### src/rtl/appwd_pkg.sv
package appwd_pkg;
  localparam int unsigned SET_W_DEF       = 12;
  localparam int unsigned PAD_W_DEF       = 17;
  localparam int unsigned SYNC_STAGES_DEF = 2;

  // counter phase, exposed for readability of the counter logic
  typedef enum logic [1:0] {
    PH_LOAD  = 2'd0,
    PH_COUNT = 2'd1,
    PH_FIRE  = 2'd2,
    PH_HOLD  = 2'd3
  } wd_phase_e;
endpackage

### src/rtl/appwd_restart_sync.sv
module appwd_restart_sync #(
  parameter int unsigned STAGES = appwd_pkg::SYNC_STAGES_DEF
) (
  input  logic clk_i,
  input  logic rst_n_i,
  input  logic async_n_i,
  output logic fall_o
);
  localparam int unsigned LAST = STAGES;

  logic [LAST:0] sh_q;

  generate
    if (STAGES < 2) begin : g_bad
      initial $error("appwd_restart_sync needs at least two stages");
    end
  endgenerate

  always_ff @(posedge clk_i or negedge rst_n_i) begin
    if (!rst_n_i) sh_q <= '1;
    else          sh_q <= {sh_q[LAST-1:0], async_n_i};
  end

  // previous synchronized value high, current low
  assign fall_o = sh_q[LAST] & ~sh_q[LAST-1];

  p_fall_single_r9: assert property (@(posedge clk_i) disable iff (!rst_n_i)
    fall_o |=> !fall_o);
endmodule

### src/rtl/appwd_run_gate.sv
module appwd_run_gate (
  input  logic enable_i,
  input  logic app_image_i,
  input  logic remote_mode_i,
  input  logic user_mode_i,
  output logic run_o
);
  logic [3:0] cond_w;

  assign cond_w = {enable_i, app_image_i, remote_mode_i, user_mode_i};
  assign run_o  = &cond_w;
endmodule

### src/rtl/appwd_counter.sv
module appwd_counter #(
  parameter int unsigned SET_W = appwd_pkg::SET_W_DEF,
  parameter int unsigned PAD_W = appwd_pkg::PAD_W_DEF
) (
  input  logic             clk_i,
  input  logic             rst_n_i,
  input  logic             run_i,
  input  logic             restart_i,
  input  logic [SET_W-1:0] setting_i,
  output logic             expire_o
);
  import appwd_pkg::*;
  localparam int unsigned CNT_W = SET_W + PAD_W;

  function automatic logic [CNT_W-1:0] reload_of(input logic [SET_W-1:0] s);
    return {s, {PAD_W{1'b0}}};
  endfunction

  logic [CNT_W-1:0] cnt_q;
  logic             fired_q;
  logic             loaded_q;
  logic [CNT_W-1:0] reload_w;
  wd_phase_e        phase_w;

  assign reload_w = reload_of(setting_i);

  always_comb begin
    if (!run_i || restart_i || !loaded_q) phase_w = PH_LOAD;
    else if (cnt_q != '0)                 phase_w = PH_COUNT;
    else if (!fired_q)                    phase_w = PH_FIRE;
    else                                  phase_w = PH_HOLD;
  end

  always_ff @(posedge clk_i or negedge rst_n_i) begin
    if (!rst_n_i) begin
      cnt_q    <= '0;
      fired_q  <= 1'b0;
      loaded_q <= 1'b0;
      expire_o <= 1'b0;
    end else begin
      unique case (phase_w)
        PH_LOAD: begin
          cnt_q    <= reload_w;
          fired_q  <= 1'b0;
          loaded_q <= 1'b1;
          expire_o <= 1'b0;
        end
        PH_COUNT: begin
          cnt_q    <= cnt_q - 1'b1;
          expire_o <= 1'b0;
        end
        PH_FIRE: begin
          fired_q  <= 1'b1;
          expire_o <= 1'b1;
        end
        default: begin
          expire_o <= 1'b0;
        end
      endcase
    end
  end

  p_single_pulse_r3: assert property (@(posedge clk_i) disable iff (!rst_n_i)
    expire_o |=> !expire_o);
  p_hold_zero_r3: assert property (@(posedge clk_i) disable iff (!rst_n_i)
    (run_i && !restart_i && loaded_q && cnt_q == '0) |=> (cnt_q == '0));
  p_count_down_r2: assert property (@(posedge clk_i) disable iff (!rst_n_i)
    (run_i && !restart_i && loaded_q && cnt_q != '0) |=> (cnt_q == $past(cnt_q) - 1'b1));
  p_reload_restart_r8: assert property (@(posedge clk_i) disable iff (!rst_n_i)
    (run_i && restart_i) |=> (cnt_q == $past(reload_w) && !expire_o));
  p_idle_quiet_r6: assert property (@(posedge clk_i) disable iff (!rst_n_i)
    !run_i |=> !expire_o);
endmodule

### src/rtl/appimg_watchdog.sv
module appimg_watchdog #(
  parameter int unsigned SET_W       = appwd_pkg::SET_W_DEF,
  parameter int unsigned PAD_W       = appwd_pkg::PAD_W_DEF,
  parameter int unsigned SYNC_STAGES = appwd_pkg::SYNC_STAGES_DEF
) (
  input  logic             clk_osc_i,
  input  logic             rst_n_i,
  input  logic [SET_W-1:0] wd_setting_i,
  input  logic             wd_enable_i,
  input  logic             restart_n_i,
  input  logic             user_mode_i,
  input  logic             app_image_i,
  input  logic             remote_mode_i,
  output logic             expire_o
);
  logic run_w;
  logic restart_fall_w;

  appwd_restart_sync #(.STAGES(SYNC_STAGES)) u_sync (
    .clk_i    (clk_osc_i),
    .rst_n_i  (rst_n_i),
    .async_n_i(restart_n_i),
    .fall_o   (restart_fall_w)
  );

  appwd_run_gate u_gate (
    .enable_i     (wd_enable_i),
    .app_image_i  (app_image_i),
    .remote_mode_i(remote_mode_i),
    .user_mode_i  (user_mode_i),
    .run_o        (run_w)
  );

  appwd_counter #(.SET_W(SET_W), .PAD_W(PAD_W)) u_cnt (
    .clk_i    (clk_osc_i),
    .rst_n_i  (rst_n_i),
    .run_i    (run_w),
    .restart_i(restart_fall_w),
    .setting_i(wd_setting_i),
    .expire_o (expire_o)
  );

  p_factory_quiet_r4: assert property (@(posedge clk_osc_i) disable iff (!rst_n_i)
    !app_image_i |=> !expire_o);
  p_local_quiet_r5: assert property (@(posedge clk_osc_i) disable iff (!rst_n_i)
    !remote_mode_i |=> !expire_o);
  p_loading_quiet_r7: assert property (@(posedge clk_osc_i) disable iff (!rst_n_i)
    !user_mode_i |=> !expire_o);
  p_enable_quiet_r6: assert property (@(posedge clk_osc_i) disable iff (!rst_n_i)
    !wd_enable_i |=> !expire_o);
endmodule

### config.mk
export PLATFORM = sky130hd
export DESIGN_NAME = appimg_watchdog
export DESIGN_NICKNAME = d
export VERILOG_FILES = /design/src/rtl/appwd_pkg.sv /design/src/rtl/appwd_restart_sync.sv /design/src/rtl/appwd_run_gate.sv /design/src/rtl/appwd_counter.sv /design/src/rtl/appimg_watchdog.sv
export SDC_FILE = /design/constraint.sdc
export NUM_CORES = 1
export LEC_CHECK = 0
export BUFFER_PORTS_ARGS = -buffer_cell sky130_fd_sc_hd__buf_4
export CORE_ASPECT_RATIO = 1.75
export CORE_MARGIN = 2
export CORE_UTILIZATION = 37
export DETAILED_ROUTE_END_ITERATION = 7
export HOLD_SLACK_MARGIN = 0.02
export SLEW_MARGIN = 20
export SYNTH_ARGS = -nofsm -noshare
export SYNTH_HDL_FRONTEND = slang
export SYNTH_SLANG_ARGS = --single-unit
### constraint.sdc
create_clock -name clk_osc_i -period 2.3 [get_ports clk_osc_i]
set_clock_uncertainty 0.15 [all_clocks]
set_input_delay 0.23 -clock clk_osc_i [delete_from_list [all_inputs] [get_ports clk_osc_i]]
set_output_delay 0.23 -clock clk_osc_i [all_outputs]
set_load 0.1 [all_outputs]
* After elaboration in Yosys (flattened, before gate mapping)
Index checks and enable logic that the tools add are counted.
** Cells by class
- Equality and inequality tests :: 2
- Add/subtract/negate cells :: 1
- Reduce and logical (&&, ||, !) cells :: 9
- Multiplexer cells :: 6
- Bitwise operators :: 2
** Operators with widths (number)
- $pmux 29 s2 :: 1
- $reduce_bool 29->1 :: 1
- $sub 29x1->29 const B :: 1
- $mux 2 :: 2
- $reduce_and 4->1 :: 1
- $reduce_bool 2->1 :: 2
- $eq 2x1->1 const B :: 1
- $eq 2x2->1 const B :: 1
- $logic_not 1->1 :: 2
- $logic_not 2->1 :: 1
- $logic_or 1x1->1 :: 2
- $mux 1 :: 2
- $pmux 1 s2 :: 1
- $and 1x1->1 :: 1
- $not 1->1 :: 1
** Word-level totals
- Word-level logic and storage cells :: 25
- Input port bits :: 19
- Flip-flop bits (word level) :: 35
- Output and inout port bits :: 1

* Depth between registers and ports, before layout
Gate-level depths: netlist (run 1).
- Depth after elaboration :: 7
- Mapped depth :: 7

* Cells and area by module
A second synthesis (run 1) with hierarchy kept.
** Second synthesis, totals
- Cells, all modules :: 183
- Area total of the unflattened synthesis :: 1844.3 um^2
** By module, submodules not included
- appwd_counter :: area an instance 1742.9 um^2, times used 1, cells an instance 178, sequential area each 800.8 um^2
- appwd_restart_sync :: area an instance 92.6 um^2, times used 1, cells an instance 4, sequential area each 78.8 um^2
- appwd_run_gate :: area an instance 8.8 um^2, times used 1, cells an instance 1, sequential area each 0.0 um^2

* Worst setup path after synthesis (run 1)
OpenSTA, ideal clock, no wires.
- Kind :: register -> register
- Start point :: register u_cnt.cnt_q[7]
- End point :: register u_cnt.cnt_q[19]
- Required time :: 2.023 ns
- Setup slack :: 0.216 ns
- Arrival time :: 1.807 ns
- Setup time :: 0.127 ns
- Stages on the path, launching flop included :: 7
- Clock period less this slack :: 2.084 ns
- Cell sequence :: dfrtp_1 -> or4_1 -> buf_2 -> or3_4 -> nor3_2 -> a211oi_1 -> nand3b_1
** On the way
- Word-level cells in the longest chain between the ends :: 5
- Elaborated cells on any way between the ends :: 8
** Ends and longest elaborated chain
- start: declaration :: RTL line appwd_counter.sv:19 : logic [CNT_W-1:0] cnt_q;
- start signal: assignment :: RTL line appwd_counter.sv:43 : cnt_q <= reload_w;
- start signal: assignment :: RTL line appwd_counter.sv:49 : cnt_q <= cnt_q - 1'b1;
- branches (longest 5 deep; another with $sub 29x1->29)
Several ways; the timed one is not identified.
A chain may end at the register's enable or synchronous reset.

* Worst setup path in the final report (run 1)
- Start point :: register u_cnt.cnt_q[3]
- End point :: register u_cnt.cnt_q[11]
Same word-level chain as after synthesis.

==> reports/qor.csv, run 1 <==
stage,metric,value,unit
critical_path,worst setup path startpoint,u_cnt.cnt_q[3],
synthesis,sequential area share after synthesis,47.0,%
detailed_routing,first drt pass iteration count,4,
critical_path,Crit Path Class,register to register,
finish,# fillers,459,
synthesis,Simple-Gate Fraction of Synth Area,29.3,%
pwr,Internal,1.02,mW
global_routing,total global routing overflow,0,
sta,post-route setup TNS,0,ps
min_path,hold crit path type,primary input to register,
finish,layout cells sized above 1,27.1,%
sta,period utilization,94.6,%
die,Initial Utilization,37.9,%
synthesis,post-synthesis register bit count,35,
die,Die Wd,57.8,um
detailed_routing,Total Wirelength,4310,um
clock_network,clock root cell,clkbuf_8,
die,Core ar.,4930,um2
synthesis,Synth Cell Area,1870,um2
synthesis,main combinational cell family by area after synthesis,simple AND/OR/NAND/NOR gates,
global_routing,total track usage,16.8,%
run,Max-Cap Viols,0,
placed_design,DPL Wire Length,3240,um
placed_design,placer congestion estimate,0.852,
critical_path,crit path DAT,2190,ps
placed_design,number of port buffers,19,
global_routing,initial antenna violation count,0,
critical_path,r2r startpoint,u_cnt.cnt_q[3],
sta,RSZ-0062 raised after global routing,no,
die,Top Ports,20,
synthesis,syn_nets,213,
finish,fin nets,267,
pwr,Comb pwr share,15.3,%
outcome,status,completed,
detailed_routing,DRT antenna net count,0,
detailed_routing,initial DRC count,60,
synthesis,Yosys cell types,40,
min_path,hold path start,wd_setting_i[10],
clock_network,Num CTS Buffers,5,
synthesis,post-synth top area share,42.8,%
clock_network,"CTS clk-pin slew, worst paths",70,ps
sta,Final Critical Period,2180,ps
synthesis,Yosys top cell by area,dfrtp_1,
synthesis,Synth Instances,192,
synthesis,"Avg Cell Area, Syn",9.75,um2
finish,register cell area after layout,880,um2
clock_network,H-tree depth,2,
pwr,P_sw,0.335,mW
detailed_routing,DR DRC count,0,
finish,final core utilization,49.7,%
global_routing,largest net degree at the start of global routing,36,
clock_network,CTS tree,built,
pwr,switching portion of total power,24.8,%
synthesis,"top cells by area, synth","dfrtp_1, xor2_1, dfstp_2",
pwr,VDD IR max,0.000483,V
finish,area of the multi-input gates,970,um2
finish,Antenna Diode Count,0,
detailed_routing,DR WL/cell,14.3,um
detailed_routing,DR vias/cell,5.28,
sta,final hold violations,0,
critical_path,CP required,2320,ps
global_routing,first-pass GRT wire length,7270,um
synthesis,Adder-Cell Fraction of Synth Area,1.34,%
sta,Fmax,0.459,GHz
pwr,pwr dens,551,nW/um2
pwr,Reg power frac,48.8,%
clock_network,Clock Sinks,35,
die,Die Span Y,98.1,um
sta,final setup vio count,0,
finish,Syn-to-layout area delta,31.1,%
synthesis,XOR/XNOR share of the synthesized area,9.36,%
synthesis,post-synthesis compound-gate area fraction,11.0,%
pwr,clock network power share,35.9,%
die,Rows,34,
detailed_routing,via count,1589,
critical_path,critical path capture point type,register,
critical_path,crit path max fanout,6,
global_routing,vias in the first global route,1654,
sta,"Slew Viols, Final",0,
clock_network,Max Root-Sink Buffers,2,
synthesis,YS warnings,0,
critical_path,Worst setup SP type,register,
die,die footprint,5670,um2
synthesis,mux contribution to synthesized area,0,%
clock_network,latest clock arrival within the worst-skew pair,290,ps
pwr,leakage,1.14,nW
critical path: stages (launching register included):
cell and delay, ps:
dfrtp_1 410, or4_1 640, or4_1 500, o41ai_1 250, a21oi_1 110
flip-flops by register name, summed over array words and instances, names as in the netlist:
signal,flops
u_cnt.cnt_q,29
u_sync.sh_q,3
u_cnt.fired_q,1
u_cnt.expire_o,1
u_cnt.loaded_q,1
power groups by stage:
stage | Combinational [mW] | Sequential (mW) | Clock (mW)
after detailed placement | 0.189 | 0.670 | 0
after CTS | 0.207 | 0.659 | 0.505
after global placement | 0.187 | 0.670 | 0
after floorplan | 0.111 | 0.667 | 0
after global routing | 0.231 | 0.662 | 0.522
final | 0.206 | 0.660 | 0.486
cell usage in the layout, fill, tap and decap left out, types with 3 or more instances in the layout:
| master | n |
|---|---|
| o21ai_1 | 5 |
| clkbuf_8 | 7 |
| dfstp_2 | 3 |
| or3_1 | 3 |
| xor2_1 | 12 |
| nor2_1 | 21 |
| dlygate4sd3_1 | 13 |
| nor4_1 | 5 |
| buf_4 | 39 |
| o211ai_1 | 6 |
| inv_1 | 4 |
| o21ai_0 | 9 |
| nor3_2 | 5 |
| nor3_1 | 5 |
| a21oi_1 | 5 |
| nand3_1 | 3 |
| xnor2_1 | 8 |
| nand2_1 | 18 |
| or4_1 | 8 |
| nand4_1 | 6 |
| o21ai_2 | 3 |
| dfrtp_1 | 32 |
layer usage:
layer / GRT usage, % / part of all wire (%)
met1: 16.7 / 38
met2: 31.5 / 57
met3: 3.18 / 2.0
met4: 8.77 / 3.2
met5: 0 / 0
cells by family after synthesis:
family / after synthesis
AOI/OAI and AO/OA: 33
xor gates and xnor gates: 20
other: 1
buffers and inverters: 9
adders and majority gates: 2
DFF: 35
and+or+nand+nor: 92
path summary, 6_finish.rpt:
kind                       slack, ps         endpoint  cells after the start
hold / removal                    20  u_cnt.cnt_q[27]                      3
min in group asynchronous        280  u_cnt.cnt_q[11]                      2
max in group asynchronous       1370   u_sync.sh_q[1]                      2
setup / recovery                 120  u_cnt.cnt_q[11]                      4
setup reg to reg                 120  u_cnt.cnt_q[11]                      4
hold reg to reg                  210   u_sync.sh_q[1]                      0
per-stage QoR:
step	hold slack [ps]	total power, mW	cells	area [um2]	setup WS, ps
3_3_place_gp	61.9	0.857	280	2210	140
2_1_floorplan	-216	0.778	192	1870	216
3_5_place_dp	58.9	0.859	280	2210	110
4_1_cts	20.5	1.37	301	2440	85.6
6_report	18.1	1.35	301	2450	123
5_1_grt	35.3	1.42	301	2450	17.8
area by class of cell:
cell class,count,area share (%)
well taps,54,2.75
inverters,4,0.612
clock buffers,8,4.08
repair buffers,52,17.2
flip-flops and latches,35,35.8
multi-input cells,148,39.5
cells in the mapped netlist, drive strengths merged:
cell type and n:
and4bb 1, clkbuf 4, inv 4, o31ai 2
nand3b 1, nor4b 1, and3 2, nand2b 1
a211oi 2, conb 1, or4 9, o21ai 17
nor3 10, dfstp 3, and4 1, ha 2
nor3b 1, o41ai 1, nor2 21, xnor2 8
nor4 8, nand2 19, xor2 12, or2 2
a21oi 5, nand4 6, nand3 4, o211ai 6
and2 1, or3 4, dfrtp 32, buf 1
what timing repair did:
| item | CTS | global route |
|---|---|---|
| resized for setup | 0 | 3 |
| hold endpoints to repair | 44 | 0 |
| buffers inserted | 0 | 0 |
| hold buffers | 13 | 0 |
| setup endpoints to repair | 0 | 6 |
Note: power is estimated with default switching activity, not from simulation.
==> run 2, diff against run 1 <==
- GPL_TIMING_DRIVEN: not set -> 0
==> run 2 against run 1 <==
Against the previous run:
- non-clock buffer count shrank 11
- worst hold slack improved by 190 ps
- highest routed layer unchanged
- largest cell class unchanged
- routed wire length grew 4.2%
- power up 6.2%
- cell area down 1.1%
- combinational power decreased by 4%
- die area stayed put
==> reports/qor.csv, run 2 (synthesis gave the netlist of run 1 again) <==
stage,metric,value,unit
outcome,status,completed,
clock_network,Clock Sinks,35,
die,Initial Utilization,37.9,%
critical_path,Reg2Reg Setup Slack,50,ps
pwr,clock network power share,40.0,%
detailed_routing,DRT antenna net count,0,
finish,Final Instance Count excl. Fillers,290,
sta,Fmax,0.445,GHz
global_routing,vias in the first global route,1583,
finish,max reg flops,29,
critical_path,Crit Path Class,register to register,
global_routing,first-pass GRT wire length,7560,um
critical_path,crit path DAT,2250,ps
die,Die Span Y,98.1,um
global_routing,total track usage,17.5,%
detailed_routing,initial DRC count,41,
finish,Top Registers,"u_cnt.cnt_q: 29 flops, u_sync.sh_q: 3 flops",
min_path,worst hold path stage count,0,
global_routing,largest net degree at the start of global routing,36,
sta,RSZ-0062 raised after global routing,yes,
placed_design,placer congestion estimate,0.794,
critical_path,Worst R2R End,u_cnt.cnt_q[11],
sta,Slew HR,65.2,%
die,die footprint,5670,um2
critical_path,CP required,2300,ps
finish,Syn-to-layout area delta,29.7,%
detailed_routing,first drt pass iteration count,4,
finish,Antenna Diode Count,0,
detailed_routing,Total Wirelength,4490,um
clock_network,"CTS clk-pin slew, worst paths",70,ps
detailed_routing,DR WL/cell,15.5,um
sta,period utilization,97.7,%
pwr,VDD IR max,0.000472,V
pwr,P_sw,0.350,mW
die,Top Ports,20,
detailed_routing,DR vias/cell,5.57,
finish,# fillers,453,
global_routing,total global routing overflow,0,
critical_path,r2r startpoint,u_cnt.cnt_q[3],
pwr,switching portion of total power,24.4,%
clock_network,Max Root-Sink Buffers,2,
sta,"Slew Viols, Final",0,
pwr,Comb pwr share,13.7,%
die,Rows,34,
sta,Final Critical Period,2250,ps
min_path,hold crit path type,register to register,
placed_design,number of port buffers,19,
clock_network,H-tree depth,2,
pwr,Reg power frac,46.3,%
clock_network,Num CTS Buffers,5,
finish,"commonest non-fill, non-tap cell in the layout",dfrtp_1,
detailed_routing,DR DRC count,0,
finish,Biggest register,u_cnt.cnt_q,
critical_path,critical path capture point type,register,
detailed_routing,wire length on met3,116,um
critical_path,Worst setup SP type,register,
finish,"commonest non-fill, non-tap cells in the layout","dfrtp_1, buf_4, nor2_1",
critical_path,crit path max fanout,6,
sta,final setup vio count,0,
pwr,pwr dens,591,nW/um2
critical_path,R2R depth,4,
min_path,Hold EP,u_sync.sh_q[1],
pwr,Internal,1.09,mW
global_routing,initial antenna violation count,0,
min_path,hold path start,u_sync.sh_q[0],
detailed_routing,via count,1616,
sta,post-route setup TNS,0,ps
clock_network,CTS tree,built,
detailed_routing,met1 wire length,1780,um
clock_network,latest clock arrival within the worst-skew pair,290,ps
detailed_routing,top routing layer in use,met4,
finish,fin nets,256,
detailed_routing,met2 wire length,2490,um
placed_design,Post-Place Cells,265,
run,Max-Cap Viols,0,
pwr,leakage,1.11,nW
finish,layout cells sized above 1,24.6,%
sta,final hold violations,0,
sta,worst slew pin tran,522,ps
die,Core ar.,4930,um2
die,Die Wd,57.8,um
placed_design,DPL Wire Length,3040,um
clock_network,clock root cell,clkbuf_8,
## run 2: what timing repair did
action                                  in CTS  in global routing
endpoints found under the setup margin      17                 23
gates resized for setup                      3                  8
pin swaps                                    1                  1
hold endpoints to repair                    45                  0
setup buffers                                3                  0
hold buffers                                14                  0
## run 2: worst max-delay path, cell delays in order, from the launching register on
cell and delay [ps]:
dfrtp_1 430, or4_1 660, or4_1 500, o41ai_1 260
a21oi_1 110
## run 2: per-layer routing
metal,vias up,track usage (%)
met4,0,8.05
met1,799,19.8
met3,9,2.78
met5,-,0
met2,30,30.9
li1,778,-
## run 2: power groups by stage
stage / Clock (mW) / Sequential [mW] / Combinational (mW)
2_1_floorplan: 0 / 0.667 / 0.111
5_1_grt: 0.610 / 0.666 / 0.222
3_3_place_gp: 0 / 0.671 / 0.168
3_5_place_dp: 0 / 0.672 / 0.170
6_report: 0.574 / 0.664 / 0.197
4_1_cts: 0.588 / 0.661 / 0.192
## run 2: final cells by class
cell class / instances / area [um2] / area share, %
Inverter: 4 / 15.0 / 0.618
Buffer: 5 / 20.0 / 0.824
Multi-Input combinational cell: 148 / 1020 / 42.1
Tap cell: 54 / 67.6 / 2.78
Clock inverter: 2 / 35.0 / 1.44
Clock buffer: 6 / 82.6 / 3.40
Sequential cell: 35 / 881 / 36.3
Timing Repair Buffer: 36 / 305 / 12.6
## run 2: worst max path at each step
| stage | from | endpoint | slack (ps) | depth (start not counted) |
|---|---|---|---|---|
| after detailed placement | u_cnt.cnt_q[7] | u_cnt.cnt_q[22] | -160 | 5 |
| after CTS | u_cnt.cnt_q[0] | u_cnt.cnt_q[4] | 30 | 8 |
| after floorplan | u_cnt.cnt_q[7] | u_cnt.cnt_q[19] | 220 | 6 |
| after global routing | u_cnt.cnt_q[0] | u_cnt.cnt_q[16] | -80 | 7 |
| final | u_cnt.cnt_q[3] | u_cnt.cnt_q[11] | 50 | 4 |
| after global placement | u_cnt.cnt_q[25] | u_cnt.cnt_q[28] | -150 | 5 |
## run 2: metrics by stage
step           cell area [um2]  hold WS (ps)  utilization, %  setup WS, ps  total power [mW]
4_1_cts                   2380           214            48.3          30.8              1.44
5_1_grt                   2430           215            49.2         -81.1              1.50
3_5_place_dp              2080          67.1            42.2          -162             0.841
2_1_floorplan             1870          -216               -           216             0.778
3_3_place_gp              2080          64.4            42.2          -147             0.839
6_report                  2430           212            49.2          53.6              1.44
